--- src/rtl/shadd_pkg.sv ---
package shadd_pkg;
  typedef enum logic [1:0] {
    VAR_FULL  = 2'd0,
    VAR_SWORD = 2'd1,
    VAR_UWORD = 2'd2,
    VAR_RSVD  = 2'd3
  } variant_e;

  localparam int CR_W   = 4;
  localparam int CR_LT  = 3;
  localparam int CR_GT  = 2;
  localparam int CR_EQ  = 1;
  localparam int CR_SO  = 0;
endpackage

--- src/rtl/shadd_extend.sv ---
module shadd_extend
  import shadd_pkg::*;
#(
  parameter int XLEN = 64
) (
  input  logic [XLEN-1:0] src,
  input  logic [1:0]      sel,
  output logic [XLEN-1:0] ext
);
  localparam int HALF = XLEN / 2;

  // Word variants keep the low half and widen it; code 3 falls back to full width.
  always_comb begin
    case (variant_e'(sel))
      VAR_SWORD: ext = {{HALF{src[HALF-1]}}, src[HALF-1:0]};
      VAR_UWORD: ext = {{HALF{1'b0}}, src[HALF-1:0]};
      default:   ext = src;
    endcase
  end
endmodule

--- src/rtl/shadd_shift_add.sv ---
module shadd_shift_add #(
  parameter int XLEN = 64,
  parameter int SHW  = 2
) (
  input  logic [XLEN-1:0] shiftee,
  input  logic [XLEN-1:0] addend,
  input  logic [SHW-1:0]  sh,
  output logic [XLEN-1:0] sum
);
  localparam int AMTW = SHW + 1;

  logic [AMTW-1:0] amt;
  logic [XLEN-1:0] shifted;

  // Distance is immediate plus one, so it is never zero.
  assign amt     = {1'b0, sh} + AMTW'(1);
  assign shifted = shiftee << amt;
  assign sum     = shifted + addend;  // carry out discarded
endmodule

--- src/rtl/shadd_flags.sv ---
module shadd_flags
  import shadd_pkg::*;
#(
  parameter int XLEN = 64
) (
  input  logic [XLEN-1:0] val,
  input  logic            so,
  output logic [CR_W-1:0] cr
);
  logic is_zero;
  logic is_neg;

  assign is_zero = (val == '0);
  assign is_neg  = val[XLEN-1];

  always_comb begin
    cr        = '0;
    cr[CR_LT] = is_neg;
    cr[CR_GT] = !is_neg && !is_zero;
    cr[CR_EQ] = is_zero;
    cr[CR_SO] = so;
  end
endmodule

--- src/rtl/shadd_unit.sv ---
module shadd_unit
  import shadd_pkg::*;
#(
  parameter int XLEN = 64,
  parameter int SHW  = 2
) (
  input  logic            clk,
  input  logic            rst,
  input  logic            in_valid,
  input  logic [XLEN-1:0] op_a,
  input  logic [XLEN-1:0] op_b,
  input  logic [SHW-1:0]  sh_imm,
  input  logic [1:0]      variant,
  input  logic            rec_en,
  input  logic            so_in,
  output logic            res_valid,
  output logic [XLEN-1:0] res_data,
  output logic            cr_we,
  output logic [3:0]      cr_val
);
  logic [XLEN-1:0] b_ext;
  logic [XLEN-1:0] sum_nxt;
  logic [CR_W-1:0] cr_nxt;

  shadd_extend #(.XLEN(XLEN)) u_ext (
    .src (op_b),
    .sel (variant),
    .ext (b_ext)
  );

  shadd_shift_add #(.XLEN(XLEN), .SHW(SHW)) u_sa (
    .shiftee (b_ext),
    .addend  (op_a),
    .sh      (sh_imm),
    .sum     (sum_nxt)
  );

  shadd_flags #(.XLEN(XLEN)) u_fl (
    .val (sum_nxt),
    .so  (so_in),
    .cr  (cr_nxt)
  );

  always_ff @(posedge clk) begin
    if (rst) begin
      res_valid <= 1'b0;
      res_data  <= '0;
      cr_we     <= 1'b0;
      cr_val    <= '0;
    end else begin
      res_valid <= in_valid;
      cr_we     <= in_valid && rec_en;
      if (in_valid) res_data <= sum_nxt;
      if (in_valid && rec_en) cr_val <= cr_nxt;
    end
  end

  assert_valid_follows_R6: assert property (@(posedge clk) disable iff (rst)
    in_valid |=> res_valid);
  assert_idle_hold_R6: assert property (@(posedge clk) disable iff (rst)
    !in_valid |=> (!res_valid && $stable(res_data)));
  assert_cr_hold_R7: assert property (@(posedge clk) disable iff (rst)
    !(in_valid && rec_en) |=> (!cr_we && $stable(cr_val)));
  assert_cr_with_result_R7: assert property (@(posedge clk) disable iff (rst)
    cr_we |-> res_valid);
  assert_cr_onehot_R8: assert property (@(posedge clk) disable iff (rst)
    cr_we |-> ($countones(cr_val[3:1]) == 1));
  assert_cr_sign_R8: assert property (@(posedge clk) disable iff (rst)
    cr_we |-> (cr_val[3] == res_data[XLEN-1] && cr_val[1] == (res_data == '0)));
  assert_so_copy_R9: assert property (@(posedge clk) disable iff (rst)
    (in_valid && rec_en) |=> (cr_val[0] == $past(so_in)));
endmodule

--- config.mk ---
export PLATFORM = sky130hd
export DESIGN_NAME = shadd_unit
export DESIGN_NICKNAME = d
export VERILOG_FILES = /design/src/rtl/shadd_pkg.sv /design/src/rtl/shadd_extend.sv /design/src/rtl/shadd_shift_add.sv /design/src/rtl/shadd_flags.sv /design/src/rtl/shadd_unit.sv
export SDC_FILE = /design/constraint.sdc
export NUM_CORES = 1
export LEC_CHECK = 0
export BUFFER_PORTS_ARGS = -buffer_cell sky130_fd_sc_hd__clkbuf_2
export CORE_MARGIN = 2
export CORE_UTILIZATION = 45
export CTS_BUF_LIST = sky130_fd_sc_hd__clkbuf_4
export CTS_CLUSTER_DIAMETER = 150
export DETAILED_ROUTE_END_ITERATION = 8
export PLACE_DENSITY = 0.68
export RECOVER_POWER = 25
export SYNTH_ARGS = -nofsm -noshare
export SYNTH_HDL_FRONTEND = slang
export SYNTH_SLANG_ARGS = --single-unit
--- constraint.sdc ---
create_clock -name clk -period 15.4 [get_ports clk]
set_input_delay 1.54 -clock clk [delete_from_list [all_inputs] [get_ports clk]]
set_output_delay 1.54 -clock clk [all_outputs]
set_load 0.05 [all_outputs]
==> results of run 1 <==
==> cell usage after synthesis (5+ instances only) <==
library cell,n
nand3_1,13
clkbuf_1,57
nor4_1,15
nor3_1,23
nor2_1,148
dfxtp_1,70
mux2_2,69
mux2i_1,85
mux4_2,22
buf_2,9
o211ai_1,11
a21oi_1,126
xor2_1,20
a31oi_1,8
ha_1,66
o31ai_1,5
nand2_1,164
o21ai_1,10
nor2b_1,7
or3_1,11
o21bai_1,10
nand2b_1,8
inv_1,24
o21ai_0,47
a211oi_1,22
nand4_1,29
o21a_1,10
xnor2_1,34
a21o_1,33
buf_1,11
==> logic make-up after synthesis <==
kind of cell               count (synthesis)  synth area share [%]
AOI/OAI and AO/OA                        340                  23.3
xor gates and xnor gates                  54                  5.01
adders and majority gates                 67                  8.95
buffers and inverters                    102                  4.21
DFF                                       70                  14.8
muxes                                    176                  22.5
and+or+nand+nor                          445                  21.2
==> state kept, by name (all words and copies together) (netlist names) <==
name / cells
cr_we: 1
cr_val: 4
res_valid: 1
res_data: 64
==> cell type report <==
type | count | area [um^2]
timing repair buffer | 213 | 1040
multi-input combinational | 1082 | 7650
tap | 270 | 338
inverter | 24 | 90.1
sequential | 70 | 1400
clock buffer | 10 | 75.1
clock inverter | 6 | 85.1
antenna | 1 | 2.50
fill | 2097 | 9750
==> critical path, stage by stage <==
cell	delay [ns]
clkbuf_2	0.08
buf_4	0.62
ha_2	0.41
buf_4	0.35
inv_1	0.13
buf_4	0.38
mux4_2	0.55
ha_1	0.46
a21oi_1	0.23
o21ai_1	0.17
a21o_1	0.23
a221oi_1	0.38
a2bb2oi_1	0.61
nand2_1	0.23
o41ai_1	0.45
nor2_1	0.09
nor4_1	0.34
and4b_1	0.27
o41ai_1	0.07
==> cells in the final DEF, fill, tap and decap left out, types with 5 or more instances in the layout <==
| cell type | n |
|---|---|
| clkbuf_4 | 10 |
| o211ai_1 | 11 |
| clkbuf_1 | 35 |
| a211oi_1 | 22 |
| o21ai_0 | 47 |
| a31oi_1 | 8 |
| buf_4 | 7 |
| a21o_1 | 33 |
| a21oi_1 | 126 |
| inv_1 | 24 |
| xor2_1 | 20 |
| dfxtp_1 | 70 |
| ha_1 | 65 |
| mux2i_1 | 85 |
| nand4_1 | 29 |
| mux2_2 | 69 |
| nor4_1 | 15 |
| o31ai_1 | 5 |
| o21ai_1 | 10 |
| clkbuf_2 | 170 |
| o21bai_1 | 10 |
| mux4_2 | 22 |
| xnor2_1 | 34 |
| or3_1 | 11 |
| nor2_1 | 148 |
| nand2b_1 | 8 |
| nand3_1 | 13 |
| nor2b_1 | 7 |
| o21a_1 | 10 |
| nor3_1 | 23 |
| nand2_1 | 164 |
==> worst paths after layout <==
path / startpoint / to / slack, ns
hold reg to reg: cr_val[0] / cr_val[0] / 0.47
hold / removal: cr_val[0] / cr_val[0] / 0.47
setup reg to reg: res_data[28] / res_data[28] / 14.58
setup / recovery: sh_imm[0] / cr_val[2] / 8.07
==> power by group through the flow <==
stage / Combinational (uW) / Clock, uW / Sequential [uW]
2_1_floorplan: 476 / 0 / 343
6_report: 807 / 133 / 231
5_1_grt: 868 / 144 / 235
3_3_place_gp: 787 / 0 / 235
4_1_cts: 794 / 137 / 231
3_5_place_dp: 790 / 0 / 235
==> per-stage QoR <==
stage | hold WS [ns] | total power, uW | utilization [%] | cells | cell area, um^2
4_1_cts | 0.471 | 1160 | 52.5 | 1675 | 10700
5_1_grt | 0.484 | 1250 | 52.3 | 1676 | 10700
6_report | 0.468 | 1170 | 52.3 | 1676 | 10700
3_5_place_dp | 0.455 | 1030 | 51.7 | 1659 | 10600
2_1_floorplan | 0.674 | 818 | - | 1254 | 9450
3_3_place_gp | 0.446 | 1020 | 51.7 | 1659 | 10600
==> routing by layer <==
layer	global-route usage [%]	vias to the layer above
met5	0	-
met3	3.03	30
met1	44.8	4748
li1	-	4931
met4	5.90	0
met2	38.6	424
==> flow_metrics.env, run 1 <==
export IMPL_highest_layer="met4"
export IMPL_cts_buffers=9
export IMPL_wl_met2_mm=12.5
export IMPL_p_sw_share_pct=53.2
export IMPL_period_share_pct=47.6
export IMPL_grt_max_degree=72
export IMPL_rsz0062_at_grt="no"
export IMPL_worstSetupStartpointType="input port"
export IMPL_antenna_found_initial=1
export IMPL_yosysTopAreaCell="dfxtp_1"
export IMPL_hold_path_class="reg2reg"
export IMPL_netlist_area_leader_share_pct=14.8
export IMPL_post_place_ws_ns=7.76
export IMPL_cp_max_fo=69
export IMPL_grt_usage_pct=27.7
export IMPL_hpwl_mm=26.1
export IMPL_area_delta_synth_final_pct=13.1
export IMPL_root_buffer="clkbuf_4"
export IMPL_wl_mm=31.5
export IMPL_drc=0
export IMPL_die_area_um2=22200
export IMPL_p_int_uw=548
export IMPL_setup_ws_ns=8.07
export IMPL_setup_viol=0
export IMPL_clock_sinks=70
export IMPL_grt_first_pass_wirelength_mm=49.1
export IMPL_period_needed_ns=7.33
export IMPL_p_comb_share_pct=68.9
export IMPL_nNetsFinal=1604
export IMPL_report_final_slew_viol_count=0
export IMPL_syn_inst=1254
export IMPL_max_slew_worst_pin_slew_ns=0.995
export IMPL_vias=10100
export IMPL_setup_tns_ns=0
export IMPL_wl_per_cell_um=18.8
export IMPL_syn_nets=1458
export IMPL_p_per_area_nw_per_um2=110
export IMPL_ir_worst_vdd_mv=0.0462
export IMPL_io_pin_count=207
export IMPL_synth_avg_cell_area_um2=7.53
export IMPL_grt_pass1_vias=9097
export IMPL_hold_buffers=0
export IMPL_cp_arrival_ns=7.62
export IMPL_cts_tree="yes"
export IMPL_via_per_inst=6.05
export IMPL_worstSetupEndpointType="flop"
export IMPL_clk_path_buf_depth=2
export IMPL_switchingPower_uw=624
export IMPL_synthFlopType="dfxtp_1"
export IMPL_power_leakage_uw=0.00474
export IMPL_coreArea_um2=20400
export IMPL_max_slew_margin_pct=32.8
export IMPL_htreeDepth=3
export IMPL_first_iter_violations=1006
export IMPL_io_buffers=206
export IMPL_path_clk_slew_ns=0.12
export IMPL_ant_nets=0
export IMPL_die_width_um=149
export IMPL_r2r_cells=3
export IMPL_required_ns=15.69
export IMPL_drive_above_1_share_pct=21.8
export IMPL_post_cts_buffers=0
export IMPL_netlist_area_um2=9450
export IMPL_ys_types=77
export IMPL_wl_met3_mm=2.66
export IMPL_dr_pass1_iters=6
export IMPL_place_gp_congestion=0.942
export IMPL_yosysWarnings=0
export IMPL_criticalPathCategory="in2reg"
export IMPL_wl_met1_mm=15.9
export IMPL_synth_edf_count=0
export IMPL_synthArstFlopShare_pct=0
export IMPL_cts_resized_gates=0
export IMPL_die_y_um=149
export IMPL_p_seq_share_pct=19.7
export IMPL_worstHoldPathCells=2
export IMPL_status="complete, no violations"
export IMPL_hold_violations=0
export IMPL_synth_area_top_cells="dfxtp_1, mux2i_1, ha_1"
export IMPL_maxCapViolCount=0
export IMPL_max_freq_mhz=136
export IMPL_rows=52
export IMPL_insertion_delay_ns=0.40
export IMPL_grt_ovfl_total=0
export IMPL_yosysSeqAreaShare_pct=14.8
export IMPL_fin_skew_ns=0
export IMPL_ys_ff_latch=70
export IMPL_start_util_pct=46.2
export IMPL_p_clk_share_pct=11.4
No activity file was read; power rests on OpenSTA's default activity.
==> run 2, diff against run 1 <==
--- a/config.mk
+++ b/config.mk
@@ -11,7 +11,7 @@
 export CTS_BUF_LIST = sky130_fd_sc_hd__clkbuf_4
 export CTS_CLUSTER_DIAMETER = 150
 export DETAILED_ROUTE_END_ITERATION = 8
-export PLACE_DENSITY = 0.68
+export PLACE_DENSITY = 0.71
 export RECOVER_POWER = 25
 export SYNTH_ARGS = -nofsm -noshare
 export SYNTH_HDL_FRONTEND = slang
==> constraint.sdc (replaced) <==
create_clock -name clk -period 6.35 [get_ports clk]
set_input_delay 0.635 -clock clk [delete_from_list [all_inputs] [get_ports clk]]
set_output_delay 0.635 -clock clk [all_outputs]
set_load 0.05 [all_outputs]
==> run 2 against run 1 <==
The flow now finishes with violations (max-capacitance violations, max-slew violations). Worst setup slack worse by 7.0 ns. Via count increased by 0.55%. Clock skew is the same. Count of clock-buffer cells in the layout decreased by 1. Combinational power up 150%. Critical path depth down 2. Final area increased by 0.82%.
==> flow_metrics.env, run 2 (synthesized netlist as in run 1, its figures left out) <==
export IMPL_max_slew_worst_pin_slew_ns=3.95
export IMPL_post_cts_buffers=0
export IMPL_criticalPathCategory="in2reg"
export IMPL_ant_nets=0
export IMPL_setup_tns_ns=0
export IMPL_start_util_pct=46.2
export IMPL_dr_pass1_iters=5
export IMPL_clock_sinks=70
export IMPL_cp_max_fo=38
export IMPL_dp_cells=1669
export IMPL_clk_path_buf_depth=2
export IMPL_grt_usage_pct=28.6
export IMPL_regMostFlops="res_data"
export IMPL_die_area_um2=22200
export IMPL_first_iter_violations=863
export IMPL_period_share_pct=83.8
export IMPL_grt_pass1_vias=9094
export IMPL_hpwl_mm=27.2
export IMPL_grt_ovfl_total=0
export IMPL_final_cells=1686
export IMPL_largest_reg_flops=64
export IMPL_max_freq_mhz=188
export IMPL_insertion_delay_ns=0.41
export IMPL_maxCapViolCount=1
export IMPL_critical_path_max_stage_delay_ns=0.54
export IMPL_cts_resized_gates=0
export IMPL_htreeDepth=3
export IMPL_path_clk_slew_ns=0.12
export IMPL_setup_viol=0
export IMPL_place_gp_congestion=0.957
export IMPL_slowest_stage="o21ai_0"
export IMPL_drc=0
export IMPL_cts_tree="yes"
export IMPL_place_area_um2=10600
export IMPL_vias=10200
export IMPL_root_buffer="clkbuf_4"
export IMPL_hold_path_class="reg2reg"
export IMPL_via_per_inst=6.04
export IMPL_coreArea_um2=20400
export IMPL_area_delta_synth_final_pct=14.0
export IMPL_status="finished with violations"
export IMPL_cp_cell_sequence="clkbuf_2 -> buf_4 -> buf_4 -> mux2_2 -> mux4_2 -> ha_1 -> nand2_1 -> o21ai_0 -> a22oi_1 -> a311oi_1 -> nor3_1 -> o31ai_1 -> xnor2_1 -> o21ai_0 -> nor4_1 -> and4b_1 -> o41ai_1"
export IMPL_hold_violations=0
export IMPL_final_cell_mix="clkbuf_2, nand2_1, nor2_1, a21oi_1, mux2i_1"
export IMPL_fin_skew_ns=0
export IMPL_rows=52
export IMPL_post_place_ws_ns=0.702
export IMPL_fillers=2060
export IMPL_die_width_um=149
export IMPL_drive_above_1_share_pct=22.5
export IMPL_p_per_area_nw_per_um2=267
export IMPL_nNetsFinal=1614
export IMPL_final_common_cell="clkbuf_2"
export IMPL_max_slew_margin_pct=-163
export IMPL_hold_buffers=0
export IMPL_antenna_found_initial=1
export IMPL_report_final_slew_viol_count=61
export IMPL_io_pin_count=207
export IMPL_grt_first_pass_wirelength_mm=50.3
export IMPL_io_buffers=206
export IMPL_rsz0062_at_grt="no"
export IMPL_violations="max-capacitance violations, max-slew violations"
export IMPL_reg_top3="res_data: 64 flops, cr_val: 4 flops"
export IMPL_required_ns=6.62
export IMPL_wl_per_cell_um=19.3
export IMPL_fin_area_um2=10800
export IMPL_worstSetupStartpointType="input port"
export IMPL_grt_max_degree=72
export IMPL_wl_mm=32.5
export IMPL_worstSetupEndpointType="flop"
export IMPL_ir_worst_vdd_mv=0.0953
export IMPL_cts_buffers=9
export IMPL_cp_arrival_ns=5.60
export IMPL_die_y_um=149
export IMPL_period_needed_ns=5.32
export IMPL_power_leakage_uw=0.00479
export IMPL_setup_ws_ns=1.03
[run 2: cell count changes in the layout (fill, tap and decap cells not counted), sizes merged]
cell / before / now
buf: 8 / 17
clkinv: 3 / 2
clkinvlp: 0 / 1
inv: 25 / 26
[run 2: final timing paths]
kind                                    from           end  slack, ns  depth (start not counted)
worst max register to register  res_data[28]  res_data[28]       5.40                          3
worst max-delay path               sh_imm[0]     cr_val[2]       1.03                         17
worst min-delay path               cr_val[3]     cr_val[3]       0.46                          2
worst min register to register     cr_val[3]     cr_val[3]       0.46                          2
[run 2: area by class of cell]
class | count | area (um^2) | share of cell area (%)
multi-input cells | 1082 | 7650 | 71.0
flip-flops and latches | 70 | 1400 | 13.0
repair buffers | 223 | 1120 | 10.4
well taps | 270 | 338 | 3.14
clock inverters | 7 | 95.1 | 0.883
inverters | 24 | 90.1 | 0.837
clock buffers | 9 | 67.6 | 0.627
diodes | 1 | 2.50 | 0.0232
[run 2: power breakdown]
group / internal, uW / total (uW) / leakage [uW] / switching, uW
registers: 517 / 562 / 0.000577 / 44.9
clock network: 161 / 329 / 0.0000867 / 168
logic: 664 / 1980 / 0.00413 / 1320
[run 2: metrics by stage]
stage	power, uW	util (%)	hold WS, ns
after floorplan	1980	-	0.674
after global placement	2510	52.1	0.441
after detailed placement	2510	52.1	0.447
after CTS	2840	52.9	0.461
after global routing	3060	52.7	0.475
final	2870	52.7	0.463
[run 2: per-layer routing]
layer	up-vias	GRT usage, %	part of all wire, %
li1	4943	-	-
met1	4770	46.4	52
met2	450	40.5	40
met3	26	3.30	7.2
met4	0	4.67	1.1
met5	-	0	0
[run 2: critical path, delay by kind of cell]
| kind | cells | cell delay (ns) |
|---|---|---|
| fa+ha+maj | 1 | 0.43 |
| compound gates | 6 | 1.78 |
| simple gates | 4 | 0.80 |
| xor+xnor | 1 | 0.27 |
| mux | 2 | 0.85 |
| buf+inv | 3 | 0.81 |
==> run 3, diff against run 2 <==
==> constraint.sdc (replaced) <==
create_clock -name clk -period 4.5 [get_ports clk]
set_input_delay 0.45 -clock clk [delete_from_list [all_inputs] [get_ports clk]]
set_output_delay 0.45 -clock clk [all_outputs]
set_load 0.05 [all_outputs]
==> run 3 against run 2 <==
The run still ends with max-capacitance violations, max-slew violations left. Routed wire length rose by 9.1%. Hold slack got worse by 0.18 ns. Utilization rose by 14 points. Non-clock buffer count rose by 343. Register-to-register slack got worse by 1.8 ns. Clock skew did not move. Count of clock-buffer cells in the layout did not move. Sequential power rose by 41%. Critical endpoint unchanged. Sequential share of layout area fell by 2.8 points. Highest routed layer unchanged. Critical path depth rose by 2.
==> flow_metrics.env, run 3 (synthesized netlist as in run 1, its figures left out) <==
export IMPL_status="finished with violations"
export IMPL_violations="max-capacitance violations, max-slew violations"
export IMPL_fin_skew_ns=0
export IMPL_reg_top3="res_data: 64 flops, cr_val: 4 flops"
export IMPL_regMostFlops="res_data"
export IMPL_criticalPathCategory="in2reg"
export IMPL_htreeDepth=3
export IMPL_area_delta_synth_final_pct=44.9
export IMPL_wl_mm=35.5
export IMPL_wl_per_cell_um=17.5
export IMPL_cp_cell_sequence="clkbuf_4 -> buf_12 -> mux2_2 -> mux4_2 -> ha_1 -> and4_1 -> nor3b_2 -> nand2_1 -> o21ai_1 -> buf_4 -> a221oi_2 -> buf_4 -> o311ai_0 -> xnor2_1 -> buf_4 -> nand4_1 -> nor4_2 -> and4b_1 -> o41ai_1"
export IMPL_drive_above_1_share_pct=39.7
export IMPL_clock_sinks=70
export IMPL_report_final_slew_viol_count=45
export IMPL_cp_arrival_ns=4.70
export IMPL_hold_path_class="in2reg"
export IMPL_crit_top_cell="buf_4"
export IMPL_hpwl_mm=30.0
export IMPL_rows=52
export IMPL_place_area_um2=13300
export IMPL_ir_worst_vdd_mv=0.183
export IMPL_first_iter_violations=846
export IMPL_via_per_inst=5.67
export IMPL_die_y_um=149
export IMPL_slowest_stage="mux4_2"
export IMPL_setup_viol=0
export IMPL_cp_max_fo=18
export IMPL_vias=11500
export IMPL_die_width_um=149
export IMPL_io_buffers=206
export IMPL_final_cell_mix="buf_4, clkbuf_2, nand2_1, nor2_1, a21oi_1"
export IMPL_cts_buffers=9
export IMPL_dp_cells=2008
export IMPL_coreArea_um2=20400
export IMPL_worstSetupEndpointType="flop"
export IMPL_grt_pass1_vias=10600
export IMPL_nNetsFinal=1957
export IMPL_die_area_um2=22200
export IMPL_start_util_pct=46.2
export IMPL_critical_path_max_stage_delay_ns=0.48
export IMPL_grt_usage_pct=31.0
export IMPL_grt_first_pass_wirelength_mm=55.6
export IMPL_fin_area_um2=13700
export IMPL_p_total_uw=5140
export IMPL_grt_ovfl_total=0
export IMPL_io_pin_count=207
export IMPL_p_per_area_nw_per_um2=375
export IMPL_drc=0
export IMPL_largest_reg_flops=64
export IMPL_final_common_cell="buf_4"
export IMPL_max_slew_worst_pin_slew_ns=1.85
export IMPL_root_buffer="clkbuf_4"
export IMPL_period_share_pct=98.1
export IMPL_insertion_delay_ns=0.40
export IMPL_ant_nets=0
export IMPL_setup_tns_ns=0
export IMPL_hold_slack_ns=0.288
export IMPL_period_needed_ns=4.42
export IMPL_hold_violations=0
export IMPL_worstSetupStartpointType="input port"
export IMPL_hold_buffers=0
export IMPL_grt_max_degree=46
export IMPL_max_freq_mhz=226
export IMPL_max_slew_margin_pct=-23.3
export IMPL_antenna_found_initial=1
export IMPL_path_clk_slew_ns=0.12
export IMPL_required_ns=4.79
export IMPL_dr_pass1_iters=7
export IMPL_maxCapViolCount=1
export IMPL_final_cells=2029
export IMPL_power_leakage_uw=0.00653
export IMPL_place_gp_congestion=1.02
export IMPL_clk_path_buf_depth=2
export IMPL_cts_tree="yes"
## run 3: changes by cell type in the layout (fill, tap and decap cells not counted), moves of 3 or more
cell | before | now
nor4_1 | 15 | 10
xnor2_1 | 34 | 31
buf_4 | 15 | 350
nor4_2 | 1 | 5
buf_12 | 1 | 8
a21oi_2 | 3 | 13
ha_2 | 1 | 6
xnor2_2 | 0 | 3
ha_1 | 65 | 59
a21oi_1 | 126 | 116
## run 3: final cells by class
type                    instances  area, um^2
multi-input cells            1082        7870
well taps                     270         338
diodes                          1        2.50
inverters                      24        90.1
fillers                      1750        6750
flip-flops and latches         70        1400
clock buffers                   9        67.6
clock inverters                 7         111
repair buffers                566        3810
## run 3: critical path, delay by kind of cell
kind	cells	cell delay (ns)
AOI/OAI and AO/OA	4	0.74
xor gates and xnor gates	1	0.17
adders and majority gates	1	0.40
buffers and inverters	5	0.83
muxes	2	0.86
and+or+nand+nor	6	1.23
## run 3: layer usage
layer / routed length, um / up-vias / GRT usage (%) / share of wire [%]
li1: - / 5633 / - / -
met1: 17800 / 5349 / 48.7 / 50
met2: 14500 / 484 / 45.9 / 41
met3: 2520 / 41 / 2.32 / 7.1
met4: 598 / 0 / 6.76 / 1.7
met5: 0 / - / 0 / 0
## run 3: final timing paths
check               start           end  slack [ns]  depth (start not counted)
max reg2reg  res_data[28]  res_data[28]        3.63                          3
min                 so_in     cr_val[0]        0.29                          3
max             sh_imm[0]     cr_val[2]        0.08                         19
min reg2reg     cr_val[3]     cr_val[3]        0.47                          2
## run 3: what timing repair did
item | 4_1_cts | 5_1_grt
setup buffers | 0 | 3
pin swaps | 0 | 5
gates resized for setup | 2 | 47
endpoints found under the setup margin | 2 | 3
cloned | 0 | 1
## run 3: where the power goes
group	internal (uW)	leakage [uW]	switching (uW)
combinational	1740	0.00585	2100
clock	279	0.0000954	229
sequential	730	0.000577	64.9
## run 3: through the flow
stage	setup WS [ns]	utilization (%)
after floorplan	0.0162	-
after global placement	-0.383	64.9
after detailed placement	-0.473	64.9
after CTS	0.0278	65.9
after global routing	-0.0530	67.0
final	0.0833	67.0
